[config.mk]
export PLATFORM = sky130hd
export DESIGN_NAME = i2c_irq_regs
export DESIGN_NICKNAME = d
export VERILOG_FILES = /design/src/rtl/i2c_irq_pkg.sv /design/src/rtl/i2c_irq_status.sv /design/src/rtl/i2c_irq_enable.sv /design/src/rtl/i2c_irq_rstseq.sv /design/src/rtl/i2c_irq_regs.sv
export SDC_FILE = /design/constraint.sdc
export NUM_CORES = 1
export LEC_CHECK = 0
export BUFFER_PORTS_ARGS = -buffer_cell sky130_fd_sc_hd__clkbuf_2
export CELL_PAD_IN_SITES_DETAIL_PLACEMENT = 0
export CELL_PAD_IN_SITES_GLOBAL_PLACEMENT = 1
export CORE_UTILIZATION = 30
export DETAILED_ROUTE_END_ITERATION = 10
export PLACE_DENSITY_LB_ADDON = 0.12
export SETUP_SLACK_MARGIN = 0.15
export SLEW_MARGIN = 25
export SYNTH_ARGS = -nofsm -noshare
export SYNTH_HDL_FRONTEND = slang
export SYNTH_SLANG_ARGS = --single-unit
[constraint.sdc]
create_clock -name clk_i -period 1.9 [get_ports clk_i]
set_clock_uncertainty 0.1 [all_clocks]
set_input_delay 0.19 -clock clk_i [delete_from_list [all_inputs] [get_ports clk_i]]
set_output_delay 0.19 -clock clk_i [all_outputs]
set_load 0.05 [all_outputs]
[src/rtl/i2c_irq_pkg.sv]
package i2c_irq_pkg;
    localparam int DW     = 16;
    localparam int AW     = 3;
    localparam int NEV    = 7;

    localparam logic [AW-1:0] A_RAW  = 3'd0;
    localparam logic [AW-1:0] A_MSK  = 3'd1;
    localparam logic [AW-1:0] A_ISET = 3'd2;
    localparam logic [AW-1:0] A_ICLR = 3'd3;
    localparam logic [AW-1:0] A_CTRL = 3'd4;
    localparam logic [AW-1:0] A_SRST = 3'd5;
    localparam logic [AW-1:0] A_DONE = 3'd6;

    localparam int BUSY_BIT = 12;
    localparam int EN_BIT   = 15;
endpackage

[src/rtl/i2c_irq_status.sv]
module i2c_irq_status #(
    parameter int NEV = i2c_irq_pkg::NEV
) (
    input  logic           clk_i,
    input  logic           rst_ni,
    input  logic           srst_i,
    input  logic [NEV-1:0] evt_i,
    input  logic [NEV-1:0] clr_i,
    output logic [NEV-1:0] stat_o
);
    typedef struct packed {
        logic [NEV-1:0] stat;
    } st_t;

    st_t st_d, st_q;

    always_comb begin
        st_d = st_q;
        // event has priority over a clear of the same bit
        st_d.stat = (st_q.stat & ~clr_i) | evt_i;
        if (srst_i) begin
            st_d.stat = '0;
        end
    end

    always_ff @(posedge clk_i or negedge rst_ni) begin
        if (!rst_ni) st_q <= '0;
        else         st_q <= st_d;
    end

    assign stat_o = st_q.stat;

    p_sticky_r2: assert property (@(posedge clk_i) disable iff (!rst_ni)
        !srst_i |=> ((st_q.stat & $past(st_q.stat & ~clr_i)) == $past(st_q.stat & ~clr_i)));
    p_evt_wins_r4: assert property (@(posedge clk_i) disable iff (!rst_ni)
        !srst_i |=> ((st_q.stat & $past(evt_i)) == $past(evt_i)));
    p_clear_r3: assert property (@(posedge clk_i) disable iff (!rst_ni)
        1'b1 |=> ((st_q.stat & $past(clr_i & ~evt_i)) == '0));
endmodule

[src/rtl/i2c_irq_enable.sv]
module i2c_irq_enable #(
    parameter int NEV = i2c_irq_pkg::NEV
) (
    input  logic           clk_i,
    input  logic           rst_ni,
    input  logic           srst_i,
    input  logic [NEV-1:0] set_i,
    input  logic [NEV-1:0] clr_i,
    output logic [NEV-1:0] en_o
);
    typedef struct packed {
        logic [NEV-1:0] en;
    } en_t;

    en_t en_d, en_q;

    always_comb begin
        en_d = en_q;
        en_d.en = (en_q.en | set_i) & ~clr_i;
        if (srst_i) begin
            en_d.en = '0;
        end
    end

    always_ff @(posedge clk_i or negedge rst_ni) begin
        if (!rst_ni) en_q <= '0;
        else         en_q <= en_d;
    end

    assign en_o = en_q.en;

    p_set_r5: assert property (@(posedge clk_i) disable iff (!rst_ni)
        (!srst_i && clr_i == '0) |=> ((en_q.en & $past(set_i)) == $past(set_i)));
    p_clr_r5: assert property (@(posedge clk_i) disable iff (!rst_ni)
        1'b1 |=> ((en_q.en & $past(clr_i)) == '0));
endmodule

[src/rtl/i2c_irq_rstseq.sv]
module i2c_irq_rstseq #(
    parameter int DW     = i2c_irq_pkg::DW,
    parameter int EN_BIT = i2c_irq_pkg::EN_BIT
) (
    input  logic          clk_i,
    input  logic          rst_ni,
    input  logic          srst_req_i,
    input  logic          ctrl_wr_i,
    input  logic [DW-1:0] ctrl_wdata_i,
    output logic [DW-1:0] ctrl_o,
    output logic          done_o,
    output logic          cancel_o,
    output logic          srst_o
);
    typedef struct packed {
        logic [DW-1:0] ctrl;
        logic          done;
        logic          cancel;
        logic          pulse;
    } rs_t;

    rs_t rs_d, rs_q;

    always_comb begin
        rs_d        = rs_q;
        rs_d.cancel = 1'b0;
        rs_d.pulse  = 1'b0;
        if (srst_req_i) begin
            rs_d.ctrl   = '0;
            rs_d.done   = 1'b0;
            rs_d.pulse  = 1'b1;
            rs_d.cancel = rs_q.ctrl[EN_BIT];
        end else if (ctrl_wr_i) begin
            rs_d.ctrl   = ctrl_wdata_i;
            rs_d.cancel = rs_q.ctrl[EN_BIT] & ~ctrl_wdata_i[EN_BIT];
            if (ctrl_wdata_i[EN_BIT]) begin
                rs_d.done = 1'b1;
            end
        end
    end

    always_ff @(posedge clk_i or negedge rst_ni) begin
        if (!rst_ni) begin
            rs_q      <= '0;
            rs_q.done <= 1'b1;
        end else begin
            rs_q <= rs_d;
        end
    end

    assign ctrl_o   = rs_q.ctrl;
    assign done_o   = rs_q.done;
    assign cancel_o = rs_q.cancel;
    assign srst_o   = rs_q.pulse;

    p_done_rise_r9: assert property (@(posedge clk_i) disable iff (!rst_ni)
        $rose(rs_q.done) |-> $past(ctrl_wr_i && ctrl_wdata_i[EN_BIT] && !srst_req_i));
    p_srst_drop_r9: assert property (@(posedge clk_i) disable iff (!rst_ni)
        srst_req_i |=> (!rs_q.done && rs_q.pulse));
    p_cancel_r10: assert property (@(posedge clk_i) disable iff (!rst_ni)
        rs_q.cancel |-> (!rs_q.ctrl[EN_BIT] && $past(rs_q.ctrl[EN_BIT])));
endmodule

[src/rtl/i2c_irq_regs.sv]
module i2c_irq_regs
    import i2c_irq_pkg::*;
#(
    parameter int DATA_W = DW,
    parameter int ADDR_W = AW,
    parameter int NUM_EV = NEV
) (
    input  logic              clk_i,
    input  logic              rst_ni,
    input  logic              wr_en_i,
    input  logic [ADDR_W-1:0] addr_i,
    input  logic [DATA_W-1:0] wdata_i,
    output logic [DATA_W-1:0] rdata_o,
    input  logic [NUM_EV-1:0] evt_i,
    input  logic              bus_busy_i,
    output logic              irq_o,
    output logic              core_en_o,
    output logic              cancel_o,
    output logic              soft_rst_o
);
    localparam int PAD_W = DATA_W - NUM_EV;

    logic [NUM_EV-1:0] stat, en, masked;
    logic [NUM_EV-1:0] clr_stat, en_set, en_clr;
    logic [DATA_W-1:0] ctrl;
    logic              srst_req, ctrl_wr, done;

    assign srst_req = wr_en_i && (addr_i == A_SRST) && wdata_i[0];
    assign ctrl_wr  = wr_en_i && (addr_i == A_CTRL);
    assign clr_stat = (wr_en_i && (addr_i == A_RAW || addr_i == A_MSK)) ? wdata_i[NUM_EV-1:0] : '0;
    assign en_set   = (wr_en_i && addr_i == A_ISET) ? wdata_i[NUM_EV-1:0] : '0;
    assign en_clr   = (wr_en_i && addr_i == A_ICLR) ? wdata_i[NUM_EV-1:0] : '0;

    i2c_irq_status #(.NEV(NUM_EV)) u_status (
        .clk_i (clk_i), .rst_ni (rst_ni), .srst_i (srst_req),
        .evt_i (evt_i), .clr_i (clr_stat), .stat_o (stat)
    );

    i2c_irq_enable #(.NEV(NUM_EV)) u_enable (
        .clk_i (clk_i), .rst_ni (rst_ni), .srst_i (srst_req),
        .set_i (en_set), .clr_i (en_clr), .en_o (en)
    );

    i2c_irq_rstseq #(.DW(DATA_W), .EN_BIT(EN_BIT)) u_rstseq (
        .clk_i (clk_i), .rst_ni (rst_ni), .srst_req_i (srst_req),
        .ctrl_wr_i (ctrl_wr), .ctrl_wdata_i (wdata_i),
        .ctrl_o (ctrl), .done_o (done), .cancel_o (cancel_o), .srst_o (soft_rst_o)
    );

    assign masked    = stat & en;
    assign irq_o     = |masked;
    assign core_en_o = ctrl[EN_BIT];

    always_comb begin
        rdata_o = '0;
        case (addr_i)
            A_RAW: begin
                rdata_o = {{PAD_W{1'b0}}, stat};
                rdata_o[BUSY_BIT] = bus_busy_i;
            end
            A_MSK:  rdata_o = {{PAD_W{1'b0}}, masked};
            A_ISET: rdata_o = {{PAD_W{1'b0}}, en};
            A_ICLR: rdata_o = {{PAD_W{1'b0}}, en};
            A_CTRL: rdata_o = ctrl;
            A_DONE: rdata_o[0] = done;
            default: rdata_o = '0;
        endcase
    end

    p_irq_view_r6: assert property (@(posedge clk_i) disable iff (!rst_ni)
        (addr_i == A_MSK && rdata_o != '0) |-> irq_o);
    p_busy_view_r7: assert property (@(posedge clk_i) disable iff (!rst_ni)
        (addr_i == A_RAW) |-> (rdata_o[BUSY_BIT] == bus_busy_i));
    p_busy_masked_r7: assert property (@(posedge clk_i) disable iff (!rst_ni)
        (addr_i == A_MSK) |-> !rdata_o[BUSY_BIT]);
endmodule

Word-level counts from Yosys, hierarchy flattened
Cells that the tools add are included.
Word-level totals
  flip-flop bits (word level): 33
  input port bits: 30
  output and inout port bits: 20
  logic and storage cells: 45
Operators by class
  equality and inequality tests: 6
  mux-type cells: 11
  bitwise operators: 9
  reduce and logical (&&, ||, !) cells: 13
Operators by type and width (number)
  $pmux 15 s4: 1
  $mux 18: 2
  $mux 7: 5
  $and 7x7->7: 3
  $not 7->7: 2
  $or 7x7->7: 2
  $eq 3x3->1 const B: 3
  $reduce_or 7->1: 1
  $eq 3x2->1 const B: 2
  $logic_and 1x1->1: 6
  $pmux 1 s5: 1
  $reduce_bool 2->1: 2
  $eq 3x1->1 const B: 1
  $logic_not 3->1: 1
  $mux 1: 2
  $reduce_and 2->1: 1
  $reduce_or 2->1: 1
  $and 1x1->1: 1
  $logic_or 1x1->1: 1
  $not 1->1: 1

Depth between registers and ports, before layout
  word-level depth: 8
  gate-level depth with buffers: 5

Cells and area by module
From an unflattened synthesis, not the netlist that was laid out.
Unflattened totals
  cells, all modules: 181
  area, all modules: 1881.8 um^2
Modules (own cells, without submodules)
  i2c_irq_rstseq: instances 1, cells an instance 59, area an instance 769.5 um^2
  i2c_irq_regs: instances 1, cells an instance 73, area an instance 543.0 um^2
  i2c_irq_status: instances 1, cells an instance 28, area an instance 332.8 um^2
  i2c_irq_enable: instances 1, cells an instance 21, area an instance 236.5 um^2

Worst setup path before layout
OpenSTA, ideal clock, no wires.
  path type: input to output
  from: input port addr_i[1]
  to: output port rdata_o[0]
  arrival: 1799 ps
  data required time: 1610 ps
  setup slack: -189 ps
  cell stages on the path: 4
  path through: buf_4 -> buf_2 -> mux2i_1 -> o31ai_1
On the way
  cells in the longest elaborated chain, start to end: 3
  elaborated cells between the ends (all ways): 8
RTL lines
  start: declaration: line i2c_irq_regs.sv:11  | input logic [ADDR_W-1:0] addr_i,
  $eq 3x2->1: line i2c_irq_regs.sv:56  | case (addr_i)
  $reduce_or 2->1 (no line)
  $pmux 1 s5 *: line i2c_irq_regs.sv:56
  end: declaration: line i2c_irq_regs.sv:13  | output logic [DATA_W-1:0] rdata_o,
Mark *: on every way between the ends. The rest lies on a longest branch, timed or not.

Final worst setup path
  from: register u_enable.en_q (netlist bit u_enable.en_o[3])
  to: output port irq_o
On the way
  cells in the longest elaborated chain, start to end: 2
RTL lines
  start: declaration: line i2c_irq_enable.sv:15  | en_t en_d, en_q;
  start signal: assignment: line i2c_irq_enable.sv:27  | else en_q <= en_d;
  $and 7x7->7: line i2c_irq_regs.sv:50  | assign masked = stat & en;
  $reduce_or 7->1: line i2c_irq_regs.sv:51  | assign irq_o = |masked;
  end: declaration: line i2c_irq_regs.sv:16  | output logic irq_o,
Every way passes these cells.

==> results.yml <==
power_and_ir_drop:
  power_density_nw_per_um2: 901
  ir_drop_mv: 0.392
  leakage_nw: 1.06
cts:
  root_buffer: "clkbuf_8"
  cts_tree: "yes"
  htreeDepth: 2
  clockBufferDepth: 2
  cts_buffers: 5
  insertion_delay_ns: 0.28
  cts_sinks: 33
  path_clk_slew_ns: 0.07
die:
  start_util: 0.316
  dieArea_um2: 6220
  io_pins: 50
  die_y_um: 78.9
  row_count: 27
  dieWidth_um: 78.9
  coreArea_um2: 5610
global_routing:
  gr-usage-all-layers: 0.167
  grt_pass1_vias: 1505
  grt_overflow_total: 0
  antenna_found_initial: 0
  grt_first_pass_wirelength_um: 7880
  grt_max_degree: 34
placement:
  numPortBuffers: 49
  dp_cells: 310
  dp_hpwl_um: 3240
  place_congestion: 0.770
hold_path:
  min_path_type: "input pin to flop"
  min_to: "u_rstseq.ctrl_o[9]"
  hold-path-cell-count: 3
  hp-start: "wdata_i[9]"
detailed_routing:
  routed.top_layer: "met4"
  drc_errors: 0
  drt-wirelength-per-cell_um: 14.6
  via_per_inst: 5.03
  drt_iter0_markers: 159
  wl_met3_um: 180
  ant_nets: 0
  wirelength_um: 4670
  first_pass_iters: 4
  num_vias: 1608
  wirelength_met1_um: 2320
  dr_wl_met2_um: 2080
logic_synthesis:
  synth_area_per_cell_um2: 9.14
  synth_top_area_cell: "dfrtp_1"
  yosysWarnings: 0
  synth_top_area_share: 0.452
  synth_common_cells: "37 x nand2_1, 32 x dfrtp_1, 17 x a21oi_1"
  syn-cell-area_um2: 1770
  synth_area_leaders: "dfrtp_1 45%, nand2_1 7.8%, mux2i_1 5.1%"
  synth_ff_type: "dfrtp_1"
  yosysSeqAreaShare: 0.466
  ys_types: 33
  synth-seq-cells: 33
  yosysMostFrequentCell: "nand2_1"
  async_flop_share: 1.00
  syn_nets: 224
  synth-edff-count: 0
  postSynthCellCount: 194
layout:
  antenna_cells: 0
  fin_cells: 320
  fin_nets: 277
  area_delta_synth_final_pct: 27.3
  fillers: 597
  drive_gt1_frac: 0.310
  utilization: 0.402
sta:
  hold_viol_final: 0
  slew_violations: 0
  period_share: 0.902
  tns_ns: 0
  rsz0062_at_grt: "yes"
  max_freq_mhz: 584
  min_period_ns: 1.71
  relSlewSlack: 0.704
  worst_pin_slew_ns: 0.445
  finalSetupViolCount: 0
  hold_ws_ns: 0.0140
setup_path:
  cp_cell_sequence: "a222oi_1, nand3_1, clkbuf_8"
  required_ns: 1.61
  r2r-end: "u_enable.en_o[0]"
  cp_slowest_cell: "dfrtp_1"
  crit_type: "flop to output port"
  worstReg2RegStart: "u_enable.en_o[0]"
  r2r_slack_ns: 0.87
  startpoint_type: "flop"
  crit_arrival_ns: 1.42
  crit_path_end_kind: "output port"
  rr_worst_depth: 2
  worstPathMaxFanout: 3
  slowest_delay_ns: 0.40
flow_run:
  maxCapViolCount: 0
outcome:
  outcome: "finished clean"
placed cells by master, fill, tap and decap left out:
cell,synthesis,routed
nand2b_4,1,1
nand2_1,37,37
nand4bb_1,1,1
buf_12,0,2
o211ai_1,6,6
nor2_1,13,13
nand2b_2,1,1
dfrtp_1,32,32
dfstp_2,1,1
nor3b_1,1,1
nand3_1,2,2
dlygate4sd3_1,0,1
buf_2,6,1
clkbuf_1,0,1
a21oi_2,5,5
nor2_4,1,1
clkbuf_2,0,46
bufinv_16,0,1
a222oi_1,1,1
and4bb_1,1,1
o31ai_2,0,1
a21oi_1,17,17
a311oi_1,7,7
nand4b_1,1,1
o21a_1,2,2
inv_1,10,10
or3_1,5,5
a22oi_1,2,2
clkbuf_8,0,7
buf_4,4,8
and2_1,8,8
a2111oi_2,1,1
nor4b_1,1,1
a31oi_1,1,1
o21ai_0,12,12
mux2i_1,9,9
or2_2,1,1
worst max-delay path by stage:
stage / startpoint / to / slack (ns)
detailed placement: addr_i[1] / rdata_o[3] / 0.21
finish: u_enable.en_o[3] / irq_o / 0.19
global route: u_enable.en_o[3] / irq_o / 0.06
CTS: u_enable.en_o[3] / irq_o / 0.15
global placement: addr_i[1] / rdata_o[1] / 0.24
floorplan: addr_i[1] / rdata_o[1] / -0.11
power by group:
part	switching, mW	internal (mW)	leakage, nW
Combinational	0.303	0.175	0.596
Sequential	0.0641	0.802	0.402
Clock	0.263	0.428	0.0585
Total	0.630	1.40	1.06
cell families after synthesis:
family	synth area share
mux	0.0508
buf+inv	0.0699
flops	0.466
simple gates	0.207
compound gates	0.205
per-stage QoR:
| stage | power (mW) | worst slack [ns] | instance area [um^2] |
|---|---|---|---|
| final | 2.03 | 0.186 | 2260 |
| after global routing | 2.15 | 0.0644 | 2260 |
| after CTS | 2.06 | 0.152 | 2250 |
| after detailed placement | 1.35 | 0.209 | 2110 |
| after global placement | 1.35 | 0.238 | 2110 |
| after floorplan | 1.20 | -0.108 | 1780 |
area by class of cell:
| cell class | count | area [um^2] | area share |
|---|---|---|---|
| well taps | 72 | 90.1 | 0.0399 |
| multi-input cells | 138 | 827 | 0.366 |
| clock buffers | 7 | 86.3 | 0.0382 |
| inverters | 10 | 37.5 | 0.0166 |
| repair buffers | 59 | 359 | 0.159 |
| flip-flops and latches | 33 | 827 | 0.366 |
| clock inverters | 1 | 30.0 | 0.0133 |
metal layers:
metal / track usage / up-vias
met5: 0 / -
met4: 0.0709 / 0
met3: 0.0310 / 8
met2: 0.235 / 41
met1: 0.249 / 778
li1: - / 781
sequential cells by signal, indices dropped and copies added, names as in the netlist:
name	flops
u_rstseq.ctrl_o	16
u_enable.en_o	7
u_status.stat_o	7
u_rstseq.cancel_o	1
u_rstseq.done_o	1
u_rstseq.srst_o	1
critical path: cells and delay by family, from the launching register on:
family / cells / cell delay [ns]
DFF: 1 / 0.40
buffers and inverters: 1 / 0.20
AOI/OAI and AO/OA: 1 / 0.38
and+or+nand+nor: 1 / 0.15
timing repair:
action	4_1_cts	5_1_grt
endpoints found under the setup margin	1	3
pin swaps	2	0
gates resized for setup	2	4
buffers inserted	1	0
hold buffers	1	0
hold endpoints to repair	32	0
No activity file was read; power rests on OpenSTA's default activity.
